### config.mk
export PLATFORM = sky130hd
export DESIGN_NAME = trig_in_bank
export DESIGN_NICKNAME = d
export VERILOG_FILES = /design/src/rtl/trig_in_pkg.sv /design/src/rtl/trig_sync.sv /design/src/rtl/trig_debounce.sv /design/src/rtl/trig_delay_line.sv /design/src/rtl/trig_in_chan.sv /design/src/rtl/trig_in_bank.sv
export SDC_FILE = /design/constraint.sdc
export NUM_CORES = 1
export LEC_CHECK = 0
export ABC_AREA = 1
export CAP_MARGIN = 20
export CELL_PAD_IN_SITES_DETAIL_PLACEMENT = 0
export CELL_PAD_IN_SITES_GLOBAL_PLACEMENT = 1
export CORE_ASPECT_RATIO = 2
export CORE_MARGIN = 8
export CORE_UTILIZATION = 39
export DETAILED_ROUTE_END_ITERATION = 10
export PLACE_DENSITY_LB_ADDON = 0.1
export SLEW_MARGIN = 20
export SYNTH_ARGS = -nofsm -noshare
export SYNTH_HDL_FRONTEND = slang
export SYNTH_SLANG_ARGS = --single-unit
export TNS_END_PERCENT = 20
### constraint.sdc
create_clock -name clk_i -period 4.65 [get_ports clk_i]
set_clock_uncertainty 0.1 [all_clocks]
set_input_delay 0.93 -clock clk_i [delete_from_list [all_inputs] [get_ports clk_i]]
set_output_delay 0.93 -clock clk_i [all_outputs]
set_load 0.02 [all_outputs]
### src/rtl/trig_in_pkg.sv
package trig_in_pkg;
  localparam int CFG_W   = 32;
  localparam int RST_BIT = 31;
  localparam int AUX_BIT = 30;

  function automatic bit has_sw(int i);
    return (i == 0) || (i == 3);
  endfunction

  function automatic bit has_db(int i);
    return (i >= 4) && (i <= 7);
  endfunction

  function automatic bit has_dly(int i);
    return !((i == 1) || (i == 3));
  endfunction

  function automatic bit is_stub(int i);
    return i == 8;
  endfunction

  function automatic logic [CFG_W-1:0] cfg_default(int i);
    logic [CFG_W-1:0] w;
    w = '0;
    w[RST_BIT] = 1'b1;
    w[AUX_BIT] = has_db(i);
    return w;
  endfunction
endpackage

### src/rtl/trig_sync.sv
module trig_sync #(
  parameter int STAGES = 2
) (
  input  logic clk_i,
  input  logic rst_ni,
  input  logic d_i,
  output logic q_o
);
  logic [STAGES-1:0] ff_q;

  always_ff @(posedge clk_i or negedge rst_ni) begin
    if (!rst_ni) ff_q <= '0;
    else         ff_q <= {ff_q[STAGES-2:0], d_i};
  end

  assign q_o = ff_q[STAGES-1];
endmodule

### src/rtl/trig_debounce.sv
module trig_debounce #(
  parameter int HOLD = 4
) (
  input  logic clk_i,
  input  logic rst_ni,
  input  logic lvl_i,
  output logic lvl_o
);
  localparam int CW = (HOLD > 2) ? $clog2(HOLD) : 1;
  localparam logic [CW-1:0] LAST = CW'(HOLD - 1);

  logic [CW-1:0] cnt_q;
  logic          lvl_q;

  always_ff @(posedge clk_i or negedge rst_ni) begin
    if (!rst_ni) begin
      cnt_q <= '0;
      lvl_q <= 1'b0;
    end else if (lvl_i == lvl_q) begin
      cnt_q <= '0;
    end else if (cnt_q == LAST) begin
      lvl_q <= lvl_i;
      cnt_q <= '0;
    end else begin
      cnt_q <= cnt_q + 1'b1;
    end
  end

  assign lvl_o = lvl_q;
endmodule

### src/rtl/trig_delay_line.sv
module trig_delay_line #(
  parameter int DLY_W = 5
) (
  input  logic             clk_i,
  input  logic             rst_ni,
  input  logic             clr_i,
  input  logic             ev_i,
  input  logic [DLY_W-1:0] dly_i,
  output logic             pulse_o
);
  localparam int DEPTH = 1 << DLY_W;

  logic [DEPTH-1:0] sr_q;
  logic [DLY_W-1:0] tap;
  logic             sel;
  logic             pulse_q;

  assign tap = dly_i - 1'b1;

  always_comb begin
    if (dly_i == '0) sel = ev_i;
    else             sel = sr_q[tap];
  end

  always_ff @(posedge clk_i or negedge rst_ni) begin
    if (!rst_ni) begin
      sr_q    <= '0;
      pulse_q <= 1'b0;
    end else if (clr_i) begin
      sr_q    <= '0;
      pulse_q <= 1'b0;
    end else begin
      sr_q    <= {sr_q[DEPTH-2:0], ev_i};
      pulse_q <= sel;
    end
  end

  assign pulse_o = pulse_q;
endmodule

### src/rtl/trig_in_chan.sv
module trig_in_chan #(
  parameter bit             HAS_SW      = 1'b0,
  parameter bit             HAS_DB      = 1'b0,
  parameter bit             HAS_DLY     = 1'b1,
  parameter int             DLY_W       = 5,
  parameter int             SYNC_STAGES = 2,
  parameter int             DB_HOLD     = 4,
  parameter bit             INIT_RST    = 1'b1,
  parameter bit             INIT_AUX    = 1'b0,
  parameter logic [DLY_W-1:0] INIT_DLY  = '0
) (
  input  logic             clk_i,
  input  logic             rst_ni,
  input  logic             src_i,
  input  logic             cfg_we_i,
  input  logic             cfg_rst_i,
  input  logic             cfg_aux_i,
  input  logic [DLY_W-1:0] cfg_dly_i,
  output logic             pulse_o
);
  logic             cfg_rst_q;
  logic             cfg_aux_q;
  logic [DLY_W-1:0] cfg_dly_q;
  logic             lvl_sync;
  logic             cond;
  logic             prev_q;
  logic             sw_rise;
  logic             ev;

  always_ff @(posedge clk_i or negedge rst_ni) begin
    if (!rst_ni) begin
      cfg_rst_q <= INIT_RST;
      cfg_aux_q <= INIT_AUX;
      cfg_dly_q <= INIT_DLY;
    end else if (cfg_we_i) begin
      cfg_rst_q <= cfg_rst_i;
      cfg_aux_q <= cfg_aux_i;
      cfg_dly_q <= cfg_dly_i;
    end
  end

  trig_sync #(.STAGES(SYNC_STAGES)) u_sync (
    .clk_i (clk_i),
    .rst_ni(rst_ni),
    .d_i   (src_i),
    .q_o   (lvl_sync)
  );

  // auxiliary bit: software trigger wins over debounce if both are offered
  generate
    if (HAS_SW) begin : g_sw
      logic aux_prev_q;
      always_ff @(posedge clk_i or negedge rst_ni) begin
        if (!rst_ni) aux_prev_q <= INIT_AUX;
        else         aux_prev_q <= cfg_aux_q;
      end
      assign sw_rise = cfg_aux_q & ~aux_prev_q;
      assign cond    = lvl_sync;
    end else if (HAS_DB) begin : g_db
      logic lvl_db;
      trig_debounce #(.HOLD(DB_HOLD)) u_db (
        .clk_i (clk_i),
        .rst_ni(rst_ni),
        .lvl_i (lvl_sync),
        .lvl_o (lvl_db)
      );
      assign cond    = cfg_aux_q ? lvl_db : lvl_sync;
      assign sw_rise = 1'b0;
    end else begin : g_plain
      logic unused_aux;
      assign unused_aux = cfg_aux_q;
      assign cond       = lvl_sync;
      assign sw_rise    = 1'b0;
    end
  endgenerate

  always_ff @(posedge clk_i or negedge rst_ni) begin
    if (!rst_ni) prev_q <= 1'b0;
    else         prev_q <= cond;
  end

  assign ev = ((cond & ~prev_q) | sw_rise) & ~cfg_rst_q;

  generate
    if (HAS_DLY) begin : g_dly
      trig_delay_line #(.DLY_W(DLY_W)) u_dly (
        .clk_i  (clk_i),
        .rst_ni (rst_ni),
        .clr_i  (cfg_rst_q),
        .ev_i   (ev),
        .dly_i  (cfg_dly_q),
        .pulse_o(pulse_o)
      );
    end else begin : g_nodly
      logic pulse_q;
      logic unused_dly;
      assign unused_dly = ^cfg_dly_q;
      always_ff @(posedge clk_i or negedge rst_ni) begin
        if (!rst_ni) pulse_q <= 1'b0;
        else         pulse_q <= ev & ~cfg_rst_q;
      end
      assign pulse_o = pulse_q;
    end
  endgenerate
endmodule

### src/rtl/trig_in_bank.sv
module trig_in_bank
  import trig_in_pkg::*;
#(
  parameter int NUM_IN      = 9,
  parameter int DLY_W       = 5,
  parameter int SYNC_STAGES = 2,
  parameter int DB_HOLD     = 4
) (
  input  logic              clk_i,
  input  logic              rst_ni,
  input  logic [NUM_IN-1:0] trig_src_i,
  input  logic [NUM_IN-1:0] cfg_we_i,
  input  logic [CFG_W-1:0]  cfg_wdata_i,
  output logic [NUM_IN-1:0] trig_pulse_o
);
  logic unused_rsvd;
  assign unused_rsvd = ^cfg_wdata_i[AUX_BIT-1:DLY_W];

  for (genvar i = 0; i < NUM_IN; i++) begin : g_ch
    localparam logic [CFG_W-1:0] INIT = cfg_default(i);
    if (is_stub(i)) begin : g_stub
      logic unused_stub;
      assign unused_stub     = trig_src_i[i] ^ cfg_we_i[i];
      assign trig_pulse_o[i] = 1'b0;
    end else begin : g_live
      trig_in_chan #(
        .HAS_SW     (has_sw(i)),
        .HAS_DB     (has_db(i)),
        .HAS_DLY    (has_dly(i)),
        .DLY_W      (DLY_W),
        .SYNC_STAGES(SYNC_STAGES),
        .DB_HOLD    (DB_HOLD),
        .INIT_RST   (INIT[RST_BIT]),
        .INIT_AUX   (INIT[AUX_BIT]),
        .INIT_DLY   (INIT[DLY_W-1:0])
      ) u_chan (
        .clk_i    (clk_i),
        .rst_ni   (rst_ni),
        .src_i    (trig_src_i[i]),
        .cfg_we_i (cfg_we_i[i]),
        .cfg_rst_i(cfg_wdata_i[RST_BIT]),
        .cfg_aux_i(cfg_wdata_i[AUX_BIT]),
        .cfg_dly_i(cfg_wdata_i[DLY_W-1:0]),
        .pulse_o  (trig_pulse_o[i])
      );
    end
  end
endmodule

==> impl_summary.md <==
Setup path
In this run the number of cells on the critical path is 10. The number of cells on the worst reg-to-reg path is 10. At the worst endpoint, the required time is 5030 ps. The maximum fanout along the worst path is 19. The count of buffering cells on the critical path with inverters included is 2. The type of the worst setup path is flip-flop to flip-flop. On the worst path, the slowest cell contributes a delay of roughly 820 ps. Walking the worst path, the cells encountered are inv_6, ha_1, inv_1, nand3_1, nand3_1, nand3_1, nand2_1, nand2_1, nand2_1, nor2_1. The startpoint type of the worst setup path is a flip-flop. Among all stages on the critical path, the largest delay is contributed by sky130_fd_sc_hd__dfrtp_1. The worst setup path is captured at a flip-flop. Broken down by cell family, the worst path's largest delay share belongs to flip-flops. The arrival time at the worst endpoint is between 2000 and 3000 ps.

Drt
The count of TritonRoute iterations in the first routing pass is 4. The uppermost signal routing layer after detailed routing is met4. In the detailed route, the total length drawn on met2 is 13700 µm.

After detailed routing, the average wire length per cell comes to 14.3 µm. The ratio of routed vias to standard cells is 4.66. The first routing iteration left 243 violations.

The remaining antenna violation count is 0. The final layout contains routed wiring with a total length of 25800 µm. The total number of vias is 8399. The length of routed wiring on met1 is 10700 µm. The wire length on met3 is 780 µm. For this run, design rule violations remaining after detail routing come to 0.

Finish
In the final layout, the multi-input gates occupy 3580 µm². Leaving out fill and tap cells, the most frequent cell in the layout is sky130_fd_sc_hd__nand2_1. Fill cells in the final layout number 3147. The non-filler instance count after layout is between 1500 and 2000.

The number of nets in the layout is roughly 1500. In the final layout, flip-flops and latches occupy 7070 µm². The post-route netlist has 7.62% of its cells at a drive strength greater than 1. From synthesis to final layout, the design area changed by 11.9%. 0 antenna diodes ended up in the layout. At the end of the flow the core is filled with cells to 44.0%.

The top cell types in the final layout, fill and taps aside, are 305 x sky130_fd_sc_hd__nand2_1, 270 x sky130_fd_sc_hd__dfrtp_1, 248 x sky130_fd_sc_hd__inv_1.

Place
The congestion estimate from routability-driven global placement came to 0.739. The number of input and output port buffers inserted is 32. The instance count after placement with tap cells included is 1750. Summed over all nets, the half-perimeter wirelength after detailed placement is 16800 µm.

Die
Measured along the x axis, the die boundary spans 141 µm. The die area is 37200 µm². The number of placement rows is 91. The initial utilization of the core area, before any placement, comes to around 40%. The die is 265 µm tall. The core region is between 30000 and 40000 µm². The count of pins on the block boundary is 61.

Clock tree
The largest buffer count on any clock path is 3. The TritonCTS buffer count is 28. For this design, the sink count on the clock tree is 282. The maximum level of the CTS H-tree is 1. The CTS tree is yes.

The number of setup buffers added after CTS is 0. After clock tree synthesis, the flow added hold-fix buffers numbering 0. Clock-pin slew was measured on the worst setup and hold paths at 60 ps.

At the later pin of the worst-skew pair, clock insertion delay measures approximately 550 ps. In this run, post-CTS repair resized a total of 0 instances. The root buffer cell chosen for the clock tree is sky130_fd_sc_hd__clkbuf_16.

Worst hold path
The tightest min-delay check is of the flip-flop to flip-flop type. The worst hold path was traced through 0 stages.

Yosys
Yosys mapped the design onto 26 distinct sky130hd cell types. Averaged over all synthesized cells, the footprint is 8.63 µm². The number of synthesis warnings is 0.

The synthesized netlist net count is 1463. The mapped cell area is 12100 µm². For this run, the register share of the synthesized area comes to 58.5%.

The synthesized flop and latch total is roughly 280. After technology mapping, the gate count stands at 1401.

Timing
The final-report setup violation count is 0. The slew at the pin closest to its max-slew limit is ~820 ps. For this run, the top clock speed supported by timing is just under 400 MHz. The max-slew violation total from the final report was 0.

In this run the tightest slew margin relative to its limit is 45.1%. The worst path uses between 50% and 60% of the clock period. Setup repair after global routing left no endpoint under its margin. The number of hold-slack violations in the final timing report is 0.

The total negative slack for setup checks is 0 ps. After layout, the minimum clock period comes to 2600 ps.

Power and ir drop
The fraction of power spent switching nets is 26.5%. The analysis attributes to net switching a power of 1570 µW. Power spread over the standard cell area amounts to 437 nW/µm².

In this run, the combinational gates consume 12.3% of the power. The clock group share of total power is 41.7%. The peak supply drop is 0.388 mV. Internal power comes to 4340 µW. The leakage power of the design is around 0.0064 µW.

The share of total power dissipated in sequential elements is 46.1%.

Global routing
The number of antenna violations at the first check in global routing is 0. The total grt overflow is 0. The pin count of the biggest net entering global routing is about 100. The number of global-route vias before repair was 8872.

Global routing consumed, over all layers together, ~15% of the routing resources. The global-route wire length before repair is 44900 µm.

Flow run
Across the run, the number of max-cap violations was 0.

Outcome
The flow ran to the end, and the final reports show no timing, DRC or antenna violations.
[logic make-up (layout without fill, tap and decap cells)]
kind of cell	after synthesis	count (layout)	synth area share, %
AOI/OAI and AO/OA	50	50	2.09
other	1	1	0.0310
and+or+nand+nor	716	716	24.6
muxes	16	16	1.49
DFF	282	282	58.5
adders and majority gates	10	10	1.03
buffers and inverters	321	350	11.9
xor gates and xnor gates	5	5	0.362
[area by class of cell]
type	instances	area share [%]
clock inverters	13	1.50
clock buffers	39	5.93
multi-input cells	798	26.5
flip-flops and latches	282	52.2
repair buffers	40	3.03
well taps	372	3.44
inverters	258	7.38
[Yosys cell counts]
cell	instances	area share [%]
sky130_fd_sc_hd__buf_8	2	0.25
sky130_fd_sc_hd__inv_2	4	0.12
sky130_fd_sc_hd__inv_1	248	7.7
sky130_fd_sc_hd__clkbuf_1	29	0.90
sky130_fd_sc_hd__nand2_2	7	0.36
sky130_fd_sc_hd__conb_1	1	0.031
sky130_fd_sc_hd__buf_4	14	0.87
sky130_fd_sc_hd__or2_2	5	0.26
sky130_fd_sc_hd__nor2_1	208	6.5
sky130_fd_sc_hd__a21oi_1	6	0.25
sky130_fd_sc_hd__o22ai_1	2	0.10
sky130_fd_sc_hd__dfstp_2	12	2.6
sky130_fd_sc_hd__xor2_1	1	0.072
sky130_fd_sc_hd__nand2_1	305	9.5
sky130_fd_sc_hd__o21ai_0	42	1.7
sky130_fd_sc_hd__nand3_1	180	7.4
sky130_fd_sc_hd__ha_1	10	1.0
sky130_fd_sc_hd__nor3_1	5	0.21
sky130_fd_sc_hd__buf_6	17	1.6
sky130_fd_sc_hd__nand4_1	2	0.10
sky130_fd_sc_hd__buf_2	1	0.041
sky130_fd_sc_hd__inv_6	6	0.43
sky130_fd_sc_hd__mux2_2	16	1.5
sky130_fd_sc_hd__dfrtp_1	270	56
sky130_fd_sc_hd__xnor2_1	4	0.29
sky130_fd_sc_hd__nor3_2	4	0.33
[layer usage]
layer / GRT usage, % / vias to the layer above
met4: 4.82 / 0
met1: 16.6 / 4053
met3: 2.12 / 41
met2: 27.7 / 85
met5: 0 / -
li1: - / 4220
[registers in the layout, indices dropped and copies added, names as in the netlist, 4 cells and up]
| register | count |
|---|---|
| g_ch.g_live.u_chan.g_db.u_db.cnt_q | 8 |
| g_ch.g_live.u_chan.u_sync.ff_q | 16 |
| g_ch.g_live.u_chan.cfg_aux_q | 6 |
| g_ch.g_live.u_chan.cfg_dly_q | 30 |
| g_ch.g_live.u_chan.cfg_rst_q | 8 |
| g_ch.g_live.u_chan.prev_q | 8 |
| g_ch.g_live.u_chan.g_dly.u_dly.sr_q | 192 |
| g_ch.g_live.u_chan.g_db.u_db.lvl_o | 4 |
| g_ch.g_live.u_chan.g_dly.u_dly.pulse_o | 6 |
[worst paths after layout]
check / from / to / slack, ps
max: g_ch[2].g_live.u_chan.cfg_dly_q[0] / g_ch[2].g_live.u_chan.g_dly.u_dly.pulse_o / 2050
min: g_ch[7].g_live.u_chan.u_sync.ff_q[0] / g_ch[7].g_live.u_chan.u_sync.ff_q[1] / 250
max reg2reg: g_ch[2].g_live.u_chan.cfg_dly_q[0] / g_ch[2].g_live.u_chan.g_dly.u_dly.pulse_o / 2050
min reg2reg: g_ch[7].g_live.u_chan.u_sync.ff_q[0] / g_ch[7].g_live.u_chan.u_sync.ff_q[1] / 250
max in group asynchronous: rst_ni / g_ch[2].g_live.u_chan.g_dly.u_dly.sr_q[6] / 3190
min in group asynchronous: rst_ni / g_ch[7].g_live.u_chan.g_dly.u_dly.sr_q[27] / 290
[metrics by stage]
step	total power (µW)	area (µm²)	hold slack, ps	worst slack, ps
2_1_floorplan	3280	12100	231	2810
4_1_cts	6040	13500	251	1960
6_report	5910	13500	247	2050
3_3_place_gp	3520	12500	235	1990
3_5_place_dp	3530	12500	238	2000
5_1_grt	6240	13500	257	1750
[power by group through the flow]
stage / clock [µW] / sequential [µW] / combinational (µW)
global placement: 0 / 2770 / 744
global route: 2650 / 2750 / 847
finish: 2460 / 2720 / 726
detailed placement: 0 / 2770 / 752
CTS: 2560 / 2730 / 755
floorplan: 0 / 2690 / 589
(Power assumes the default switching activity.)
